File: config.mk
export PLATFORM = sky130hd
export DESIGN_NAME = i2c_cmd_master
export DESIGN_NICKNAME = d
export VERILOG_FILES = /design/src/rtl/i2c_cmd_pkg.sv /design/src/rtl/i2c_phase_timer.sv /design/src/rtl/i2c_cmd_regs.sv /design/src/rtl/i2c_bus_seq.sv /design/src/rtl/i2c_cmd_master.sv
export SDC_FILE = /design/constraint.sdc
export NUM_CORES = 1
export LEC_CHECK = 0
export ABC_AREA = 1
export CAP_MARGIN = 25
export CORE_UTILIZATION = 55
export CTS_BUF_LIST = sky130_fd_sc_hd__clkbuf_4
export CTS_CLUSTER_DIAMETER = 30
export DETAILED_ROUTE_END_ITERATION = 8
export MAX_ROUTING_LAYER = met4
export PLACE_DENSITY = 0.77
export SLEW_MARGIN = 40
export SYNTH_ARGS = -nofsm -noshare
export SYNTH_HDL_FRONTEND = slang
export SYNTH_SLANG_ARGS = --single-unit
File: constraint.sdc
create_clock -name clk -period 3.85 [get_ports clk]
set_clock_uncertainty 0.05 [all_clocks]
set_input_delay 0.77 -clock clk [delete_from_list [all_inputs] [get_ports clk]]
set_output_delay 0.77 -clock clk [all_outputs]
set_load 0.01 [all_outputs]
File: src/rtl/i2c_cmd_pkg.sv
// Shared types for the command-sequenced I2C master.
// Assumes: a single bus master; register word indices are fixed here.
package i2c_cmd_pkg;

    // Register word indices
    localparam logic [2:0] REG_SLAVE = 3'd0;
    localparam logic [2:0] REG_CTRL  = 3'd1;
    localparam logic [2:0] REG_DATA  = 3'd2;
    localparam logic [2:0] REG_DIV   = 3'd3;
    localparam logic [2:0] REG_IEN   = 3'd4;
    localparam logic [2:0] REG_IFLAG = 3'd5;

    // Command word, bit 3 down to bit 0
    typedef struct packed {
        logic ack;
        logic stop;
        logic start;
        logic run;
    } cmd_t;

    // Status word, bit 4 down to bit 0
    typedef struct packed {
        logic bus_busy;
        logic data_nack;
        logic addr_nack;
        logic error;
        logic busy;
    } status_t;

    typedef enum logic [3:0] {
        ST_IDLE,
        ST_RS_LOW,
        ST_RS_HIGH,
        ST_START,
        ST_BIT_LOW,
        ST_BIT_HIGH,
        ST_TAIL,
        ST_STOP_LOW,
        ST_STOP_HIGH,
        ST_STOP_END
    } bus_state_t;

endpackage

File: src/rtl/i2c_phase_timer.sv
// Half-bit phase timer: pulses tick after DIV_W-wide 'div' running cycles.
// Assumes: the counter restarts whenever run drops; div of 0 acts as 1.
module i2c_phase_timer #(
    parameter int DIV_W = 16
) (
    input  logic             clk,
    input  logic             rst_n,
    input  logic             run,
    input  logic [DIV_W-1:0] div,
    output logic             tick
);
    localparam logic [DIV_W-1:0] ONE = DIV_W'(1);

    logic [DIV_W-1:0] cnt;
    logic [DIV_W-1:0] div_eff;

    // Effective divider, never zero
    always_comb div_eff = (div == '0) ? ONE : div;

    // Tick on the last cycle of a phase
    always_comb tick = run && (cnt >= div_eff - ONE);

    // Phase counter, cleared when idle, stalled or at a phase end
    always_ff @(posedge clk) begin
        if (!rst_n)          cnt <= '0;
        else if (!run || tick) cnt <= '0;
        else                 cnt <= cnt + ONE;
    end

    // after a phase end the next phase starts counting from zero
    p_phase_restart_r12: assert property (@(posedge clk) disable iff (!rst_n)
        tick |=> (cnt == '0));

endmodule

File: src/rtl/i2c_cmd_regs.sv
// Register file: slave address, command/status, data, divider, interrupt.
// Assumes: reads are combinational, writes take effect on the next edge;
// the command is forwarded as a one-cycle pulse.
module i2c_cmd_regs
    import i2c_cmd_pkg::*;
#(
    parameter int               DIV_W    = 16,
    parameter logic [DIV_W-1:0] DIV_INIT = DIV_W'(4)
) (
    input  logic             clk,
    input  logic             rst_n,
    input  logic             sel,
    input  logic             we,
    input  logic [2:0]       addr,
    input  logic [31:0]      wdata,
    output logic [31:0]      rdata,
    input  status_t          stat,
    input  logic [7:0]       rx_byte,
    input  logic             done,
    output logic             cmd_valid,
    output cmd_t             cmd,
    output logic [7:0]       slave_byte,
    output logic [7:0]       tx_byte,
    output logic [DIV_W-1:0] div,
    output logic             irq
);
    localparam int SPARE_W = 32 - DIV_W;

    logic ien;
    logic irq_flag;
    logic wr;
    logic unused_wdata;

    assign wr           = sel && we;
    assign unused_wdata = ^wdata;

    // Configuration registers written by software
    always_ff @(posedge clk) begin
        if (!rst_n) begin
            slave_byte <= '0;
            tx_byte    <= '0;
            div        <= DIV_INIT;
            ien        <= 1'b0;
        end else if (wr) begin
            case (addr)
                REG_SLAVE: slave_byte <= wdata[7:0];
                REG_DATA:  tx_byte    <= wdata[7:0];
                REG_DIV:   div        <= wdata[DIV_W-1:0];
                REG_IEN:   ien        <= wdata[0];
                default: ;
            endcase
        end
    end

    // One-cycle command pulse toward the sequencer
    always_ff @(posedge clk) begin
        if (!rst_n) begin
            cmd_valid <= 1'b0;
            cmd       <= '0;
        end else begin
            cmd_valid <= wr && (addr == REG_CTRL);
            if (wr && (addr == REG_CTRL)) cmd <= cmd_t'(wdata[3:0]);
        end
    end

    // Sticky interrupt flag: set on done, write-one-to-clear
    always_ff @(posedge clk) begin
        if (!rst_n)                                        irq_flag <= 1'b0;
        else if (done)                                     irq_flag <= 1'b1;
        else if (wr && (addr == REG_IFLAG) && wdata[0])    irq_flag <= 1'b0;
    end

    assign irq = irq_flag && ien;

    // Read multiplexer
    always_comb begin
        case (addr)
            REG_SLAVE: rdata = {24'd0, slave_byte};
            REG_CTRL:  rdata = {27'd0, stat};
            REG_DATA:  rdata = {24'd0, rx_byte};
            REG_DIV:   rdata = {{SPARE_W{1'b0}}, div};
            REG_IEN:   rdata = {31'd0, ien};
            REG_IFLAG: rdata = {31'd0, irq_flag};
            default:   rdata = '0;
        endcase
    end

    // a finished cycle always leaves the flag set
    p_done_sets_flag_r11: assert property (@(posedge clk) disable iff (!rst_n)
        done |=> irq_flag);

endmodule

File: src/rtl/i2c_bus_seq.sv
// Bus sequencer: turns one accepted command into START/repeated START,
// address byte, data byte, acknowledge handling and optional STOP.
// Assumes: single master; each state lasts one timer phase; the timer
// stalls while SCL is released but still held low by another device.
module i2c_bus_seq
    import i2c_cmd_pkg::*;
(
    input  logic       clk,
    input  logic       rst_n,
    input  logic       cmd_valid,
    input  cmd_t       cmd,
    input  logic [7:0] slave_byte,
    input  logic [7:0] tx_byte,
    input  logic       tick,
    input  logic       scl_in,
    input  logic       sda_in,
    output logic       scl_oe,
    output logic       sda_oe,
    output logic       tmr_run,
    output status_t    stat,
    output logic [7:0] rx_byte,
    output logic       done
);
    bus_state_t state;
    logic       held;
    logic [3:0] bit_cnt;
    logic [7:0] shreg;
    logic       is_addr;
    logic       rd_mode;
    logic       cur_ack;
    logic       cur_stop;
    logic       addr_nack;
    logic       data_nack;
    logic       accept;
    logic       bit_drv;
    logic       ack_slot;

    assign ack_slot = (bit_cnt == 4'd8);
    assign accept   = cmd_valid && cmd.run && (cmd.start || held);

    // SDA pull for the current bit: data bits when sending, ACK when reading
    always_comb begin
        if (!ack_slot) bit_drv = (is_addr || !rd_mode) ? ~shreg[7] : 1'b0;
        else           bit_drv = (!is_addr && rd_mode) ? cur_ack : 1'b0;
    end

    // Line drivers decoded from the bus state
    always_comb begin
        case (state)
            ST_IDLE:                               scl_oe = held;
            ST_RS_LOW, ST_BIT_LOW, ST_TAIL,
            ST_STOP_LOW:                           scl_oe = 1'b1;
            default:                               scl_oe = 1'b0;
        endcase
        case (state)
            ST_START, ST_STOP_LOW, ST_STOP_HIGH:   sda_oe = 1'b1;
            ST_BIT_LOW, ST_BIT_HIGH, ST_TAIL:      sda_oe = bit_drv;
            default:                               sda_oe = 1'b0;
        endcase
    end

    // Timer runs in any active phase unless SCL is released but still low
    assign tmr_run = (state != ST_IDLE) && !(!scl_oe && !scl_in);

    // Status word
    always_comb begin
        stat.busy      = (state != ST_IDLE);
        stat.error     = addr_nack || data_nack;
        stat.addr_nack = addr_nack;
        stat.data_nack = data_nack;
        stat.bus_busy  = held || (state != ST_IDLE);
    end

    // Bus cycle state machine
    always_ff @(posedge clk) begin
        if (!rst_n) begin
            state     <= ST_IDLE;
            held      <= 1'b0;
            bit_cnt   <= '0;
            shreg     <= '0;
            is_addr   <= 1'b0;
            rd_mode   <= 1'b0;
            cur_ack   <= 1'b0;
            cur_stop  <= 1'b0;
            addr_nack <= 1'b0;
            data_nack <= 1'b0;
            rx_byte   <= '0;
            done      <= 1'b0;
        end else begin
            done <= 1'b0;
            case (state)
                ST_IDLE: begin
                    if (accept) begin
                        cur_ack   <= cmd.ack;
                        cur_stop  <= cmd.stop;
                        addr_nack <= 1'b0;
                        data_nack <= 1'b0;
                        bit_cnt   <= '0;
                        if (cmd.start) begin
                            shreg   <= slave_byte;
                            is_addr <= 1'b1;
                            rd_mode <= slave_byte[0];
                            state   <= held ? ST_RS_LOW : ST_START;
                        end else begin
                            shreg   <= tx_byte;
                            is_addr <= 1'b0;
                            state   <= ST_BIT_LOW;
                        end
                    end
                end
                ST_RS_LOW:  if (tick) state <= ST_RS_HIGH;
                ST_RS_HIGH: if (tick) state <= ST_START;
                ST_START:   if (tick) state <= ST_BIT_LOW;
                ST_BIT_LOW: if (tick) state <= ST_BIT_HIGH;
                ST_BIT_HIGH: begin
                    if (tick) begin
                        if (!ack_slot) begin
                            shreg   <= {shreg[6:0], sda_in};
                            bit_cnt <= bit_cnt + 4'd1;
                            state   <= ST_BIT_LOW;
                        end else if (is_addr) begin
                            if (sda_in) begin
                                addr_nack <= 1'b1;
                                state     <= ST_TAIL;
                            end else begin
                                shreg   <= tx_byte;
                                is_addr <= 1'b0;
                                bit_cnt <= '0;
                                state   <= ST_BIT_LOW;
                            end
                        end else begin
                            if (rd_mode)     rx_byte   <= shreg;
                            else if (sda_in) data_nack <= 1'b1;
                            state <= ST_TAIL;
                        end
                    end
                end
                ST_TAIL: begin
                    if (tick) begin
                        if (cur_stop) begin
                            state <= ST_STOP_LOW;
                        end else begin
                            held  <= 1'b1;
                            done  <= 1'b1;
                            state <= ST_IDLE;
                        end
                    end
                end
                ST_STOP_LOW:  if (tick) state <= ST_STOP_HIGH;
                ST_STOP_HIGH: if (tick) state <= ST_STOP_END;
                ST_STOP_END: begin
                    if (tick) begin
                        held  <= 1'b0;
                        done  <= 1'b1;
                        state <= ST_IDLE;
                    end
                end
                default: state <= ST_IDLE;
            endcase
        end
    end

    // a command without RUN leaves the sequencer idle
    p_norun_idle_r2: assert property (@(posedge clk) disable iff (!rst_n)
        (state == ST_IDLE && cmd_valid && !cmd.run) |=> (state == ST_IDLE));

    // bit counter never passes the acknowledge slot
    p_bitcnt_range_r3: assert property (@(posedge clk) disable iff (!rst_n)
        bit_cnt <= 4'd8);

    // finishing a STOP releases the bus
    p_stop_frees_r4: assert property (@(posedge clk) disable iff (!rst_n)
        (state == ST_STOP_END && tick) |=> (!held && state == ST_IDLE));

    // a command arriving mid-cycle changes no latched command bit
    p_busy_ignore_r10: assert property (@(posedge clk) disable iff (!rst_n)
        (state != ST_IDLE && cmd_valid) |=>
            ($stable(cur_stop) && $stable(cur_ack) && $stable(rd_mode)));

    // SDA held steady through an SCL high data phase
    p_sda_steady_r13: assert property (@(posedge clk) disable iff (!rst_n)
        (state == ST_BIT_HIGH && !tick) |=> $stable(sda_oe));

endmodule

File: src/rtl/i2c_cmd_master.sv
// Top: command-sequenced single-master I2C controller.
// Assumes: open-drain pads outside the block; scl_in/sda_in already
// synchronised to clk.
module i2c_cmd_master #(
    parameter int               DIV_W    = 16,
    parameter logic [DIV_W-1:0] DIV_INIT = DIV_W'(4)
) (
    input  logic        clk,
    input  logic        rst_n,
    input  logic        bus_sel,
    input  logic        bus_we,
    input  logic [2:0]  bus_addr,
    input  logic [31:0] bus_wdata,
    output logic [31:0] bus_rdata,
    output logic        scl_oe,
    output logic        sda_oe,
    input  logic        scl_in,
    input  logic        sda_in,
    output logic        irq
);
    import i2c_cmd_pkg::*;

    logic             cmd_valid;
    cmd_t             cmd;
    logic [7:0]       slave_byte;
    logic [7:0]       tx_byte;
    logic [DIV_W-1:0] div;
    status_t          stat;
    logic [7:0]       rx_byte;
    logic             done;
    logic             tmr_run;
    logic             tick;

    i2c_cmd_regs #(.DIV_W(DIV_W), .DIV_INIT(DIV_INIT)) u_regs (
        .clk(clk), .rst_n(rst_n), .sel(bus_sel), .we(bus_we),
        .addr(bus_addr), .wdata(bus_wdata), .rdata(bus_rdata),
        .stat(stat), .rx_byte(rx_byte), .done(done),
        .cmd_valid(cmd_valid), .cmd(cmd), .slave_byte(slave_byte),
        .tx_byte(tx_byte), .div(div), .irq(irq)
    );

    i2c_phase_timer #(.DIV_W(DIV_W)) u_timer (
        .clk(clk), .rst_n(rst_n), .run(tmr_run), .div(div), .tick(tick)
    );

    i2c_bus_seq u_seq (
        .clk(clk), .rst_n(rst_n), .cmd_valid(cmd_valid), .cmd(cmd),
        .slave_byte(slave_byte), .tx_byte(tx_byte), .tick(tick),
        .scl_in(scl_in), .sda_in(sda_in), .scl_oe(scl_oe), .sda_oe(sda_oe),
        .tmr_run(tmr_run), .stat(stat), .rx_byte(rx_byte), .done(done)
    );

endmodule

==> flow_summary.ini <==
[outcome]
outcome = complete, no violations

[setup_path]
max_stage_delay_ns = 0.60
crit_slowest_cell = clkdlybuf4s50_1
path_class = input port to output port
cp-end-kind = output port
crit_fanout = 4
cp_cell_sequence = clkdlybuf4s50_1 > inv_1 > nor3_1 > inv_1 > o21ai_0 > clkdlybuf4s50_1
critPathRequiredTime_ns = 3.03
start_kind = input port
cp_data_arrival_time_ns = 2.78

[layout]
final_common_cell = nand2_1
n_antenna_cell = 0
n_fill_cell = 785
utilization = 0.6581
syn2layout_area_growth_pct = 13.92
nNetsFinal = 802
drive_gt1_frac = 0.07909
final_cell_mix = 111 x nand2_1, 88 x nor2_1, 87 x inv_1, 86 x dfxtp_1, 70 x a21oi_1

[logic_synthesis]
synth_top_cell_area_share = 0.3615
syn_inst = 694
yosysTopAreaCell = dfxtp_1
syn_area_per_cell_um2 = 6.943
ys_seq_area_frac = 0.3615
synth_area_um2 = 4818
yosysWarnings = 0
ys_types = 42
ys.flop_type = dfxtp_1
synth-edff-count = 0
ys_top_cells_by_area = dfxtp_1 36%, nand2_1 8.7%, a21oi_1 7.4%, nor2_1 6.9%, inv_1 6.8%
ys_ff_latch = 87
ys_async_sr_fraction = 0

[global_route]
grt_pass1_wl_mm = 19.33
grt_pass1_vias = 4270
antenna_found_initial = 0
grt_max_degree = 41
gr-total-overflow = 0
track_usage = 0.2831

[sta]
min_period_over_period = 0.9351
finalHoldViolCount = 0
final.setup.tns_ns = 0
maxSlewViolCount = 0
setup_violations = 0
rsz0062_at_grt = false
max_slew.worst_pin.slew_ns = 0.7258
max-slew-margin-rel = 0.5156
max_freq_ghz = 0.2778
min_period_ns = 3.600

[drt]
dr.pass1.iters = 5
drc = 0
post_drt_wl_per_cell_um = 13.92
viasPerCell = 5.432
drt-total-wl_mm = 11.85
via_count = 4623
initialDrtViolationCount = 256
drtAntennaViolNets = 0

[power_and_ir_drop]
switching_share = 0.3727
peakVddDrop_uv = 427.0
finalPower_uw = 2358
combPwrFrac = 0.335
pwr-share-clk = 0.220
pwr-share-seq = 0.445
p_int_uw = 1479
p_leak_uw = 0.002318
power.density_nw_per_um2 = 429.6
power.switching_uw = 879.0

[floorplan]
fp.dieArea_um2 = 9139
core_area_um2 = 8341
start_util = 0.5777
die_w_um = 95.60
ioPinCount = 76
fp-row-count = 33
die_h_um = 95.60

[placement]
dp_hpwl_mm = 8.953
gp_congestion = 0.9473
port_buffers = 43

[cts]
cts_buffer_depth = 2
cts.sink_count = 87
cts_tree = built
clock-root-buffer = clkbuf_4
clkTransAtPathRegs_ns = 0.14
cts_max_level = 3
clk_latency_ns = 0.45
numCtsBuffers = 9

[min_path]
hold_class = flop to flop

[job]
maxCapViolations = 0
==> what timing repair did <==
action | 4_1_cts | 5_1_grt
setup buffers | 0 | 0
endpoints found under the setup margin | 0 | 28
hold buffers | 0 | 0
gates resized for setup | 0 | 8
==> stage by stage <==
stage / hold slack (ns) / setup slack (ns) / std cells / instance area, µm²
2_1_floorplan: 0.3630 / 0.5631 / 709 / 4875
3_3_place_gp: 0.3741 / 0.2185 / 835 / 5318
3_5_place_dp: 0.3894 / 0.1662 / 835 / 5318
4_1_cts: 0.4214 / 0.1307 / 851 / 5458
5_1_grt: 0.4486 / 0.01256 / 851 / 5489
6_report: 0.4147 / 0.2500 / 851 / 5489
==> per-layer routing <==
metal  global-route usage  part of all wire
met4               0.1356             0.032
met3              0.05024             0.047
met1               0.3239              0.43
met5                    -                 0
met2               0.4780              0.49
==> sequential cells by signal, indices dropped and copies added, names as in the netlist, 4 cells and up <==
signal	count
u_regs.div	16
u_timer.cnt	16
u_regs.slave_byte	8
u_regs.tx_byte	8
u_seq.rx_byte	8
u_seq.shreg	8
u_regs.cmd	4
u_seq.bit_cnt	4
u_seq.state	4
==> cell usage after synthesis, types with 2 or more instances <==
library cell	instances
o2111ai_1	3
clkinv_1	2
o31ai_1	4
inv_1	87
xnor2_1	2
buf_4	18
o21ai_0	46
nor2_2	3
nand2_2	4
o21ai_1	4
nor3b_1	5
a211oi_1	3
a31oi_1	2
nand2_1	112
clkbuf_1	13
ha_1	20
o22ai_1	8
nor3_2	3
o221ai_1	4
inv_2	8
buf_6	2
nand4_1	17
a21oi_1	71
or2_2	2
dfxtp_1	87
nor3_1	9
nand3_1	36
o211ai_1	2
xor2_1	14
nor2_1	88
buf_2	2
nor4_1	2
a221oi_1	2
==> worst max-delay path: cells and delay by family <==
family,cells,cell delay [ns]
simple gates,1,0.35
buf+inv,4,1.35
compound gates,1,0.30
==> power groups by stage <==
stage | Combinational, µW | Sequential [µW] | Clock, µW
after global routing | 894 | 1060 | 575
after global placement | 752 | 1060 | 0
after CTS | 773 | 1050 | 534
after floorplan | 586 | 1050 | 0
final | 789 | 1050 | 520
after detailed placement | 769 | 1070 | 0
==> area by class of cell <==
cell class,count,area [µm²],share of cell area
clock buffer,9,67.56,0.01231
timing repair buffer,56,531.8,0.09688
sequential,87,1743,0.3175
multi-input combinational,490,2579,0.4698
tap,105,131.4,0.02393
clock inverter,7,72.57,0.01322
inverter,97,364.1,0.06633
==> cell families after synthesis <==
family / synth area share
AO/OA/AOI/OAI: 0.1761
XOR/XNOR: 0.02908
adder cells (fa/ha/maj): 0.05193
buffers and inverters: 0.1205
flip-flops: 0.3615
other: 0.0007783
AND/OR/NAND/NOR: 0.2602
==> path summary, 6_finish.rpt <==
path | end | depth (start not counted) | start | slack [ns]
worst max-delay path | bus_rdata[3] | 6 | bus_addr[0] | 0.25
worst min-delay path | u_regs.irq_flag | 2 | u_seq.done | 0.41
worst max register to register | u_seq.bit_cnt[0] | 21 | u_regs.div[9] | 0.35
worst min register to register | u_regs.irq_flag | 2 | u_seq.done | 0.41
(Power assumes the default switching activity.)
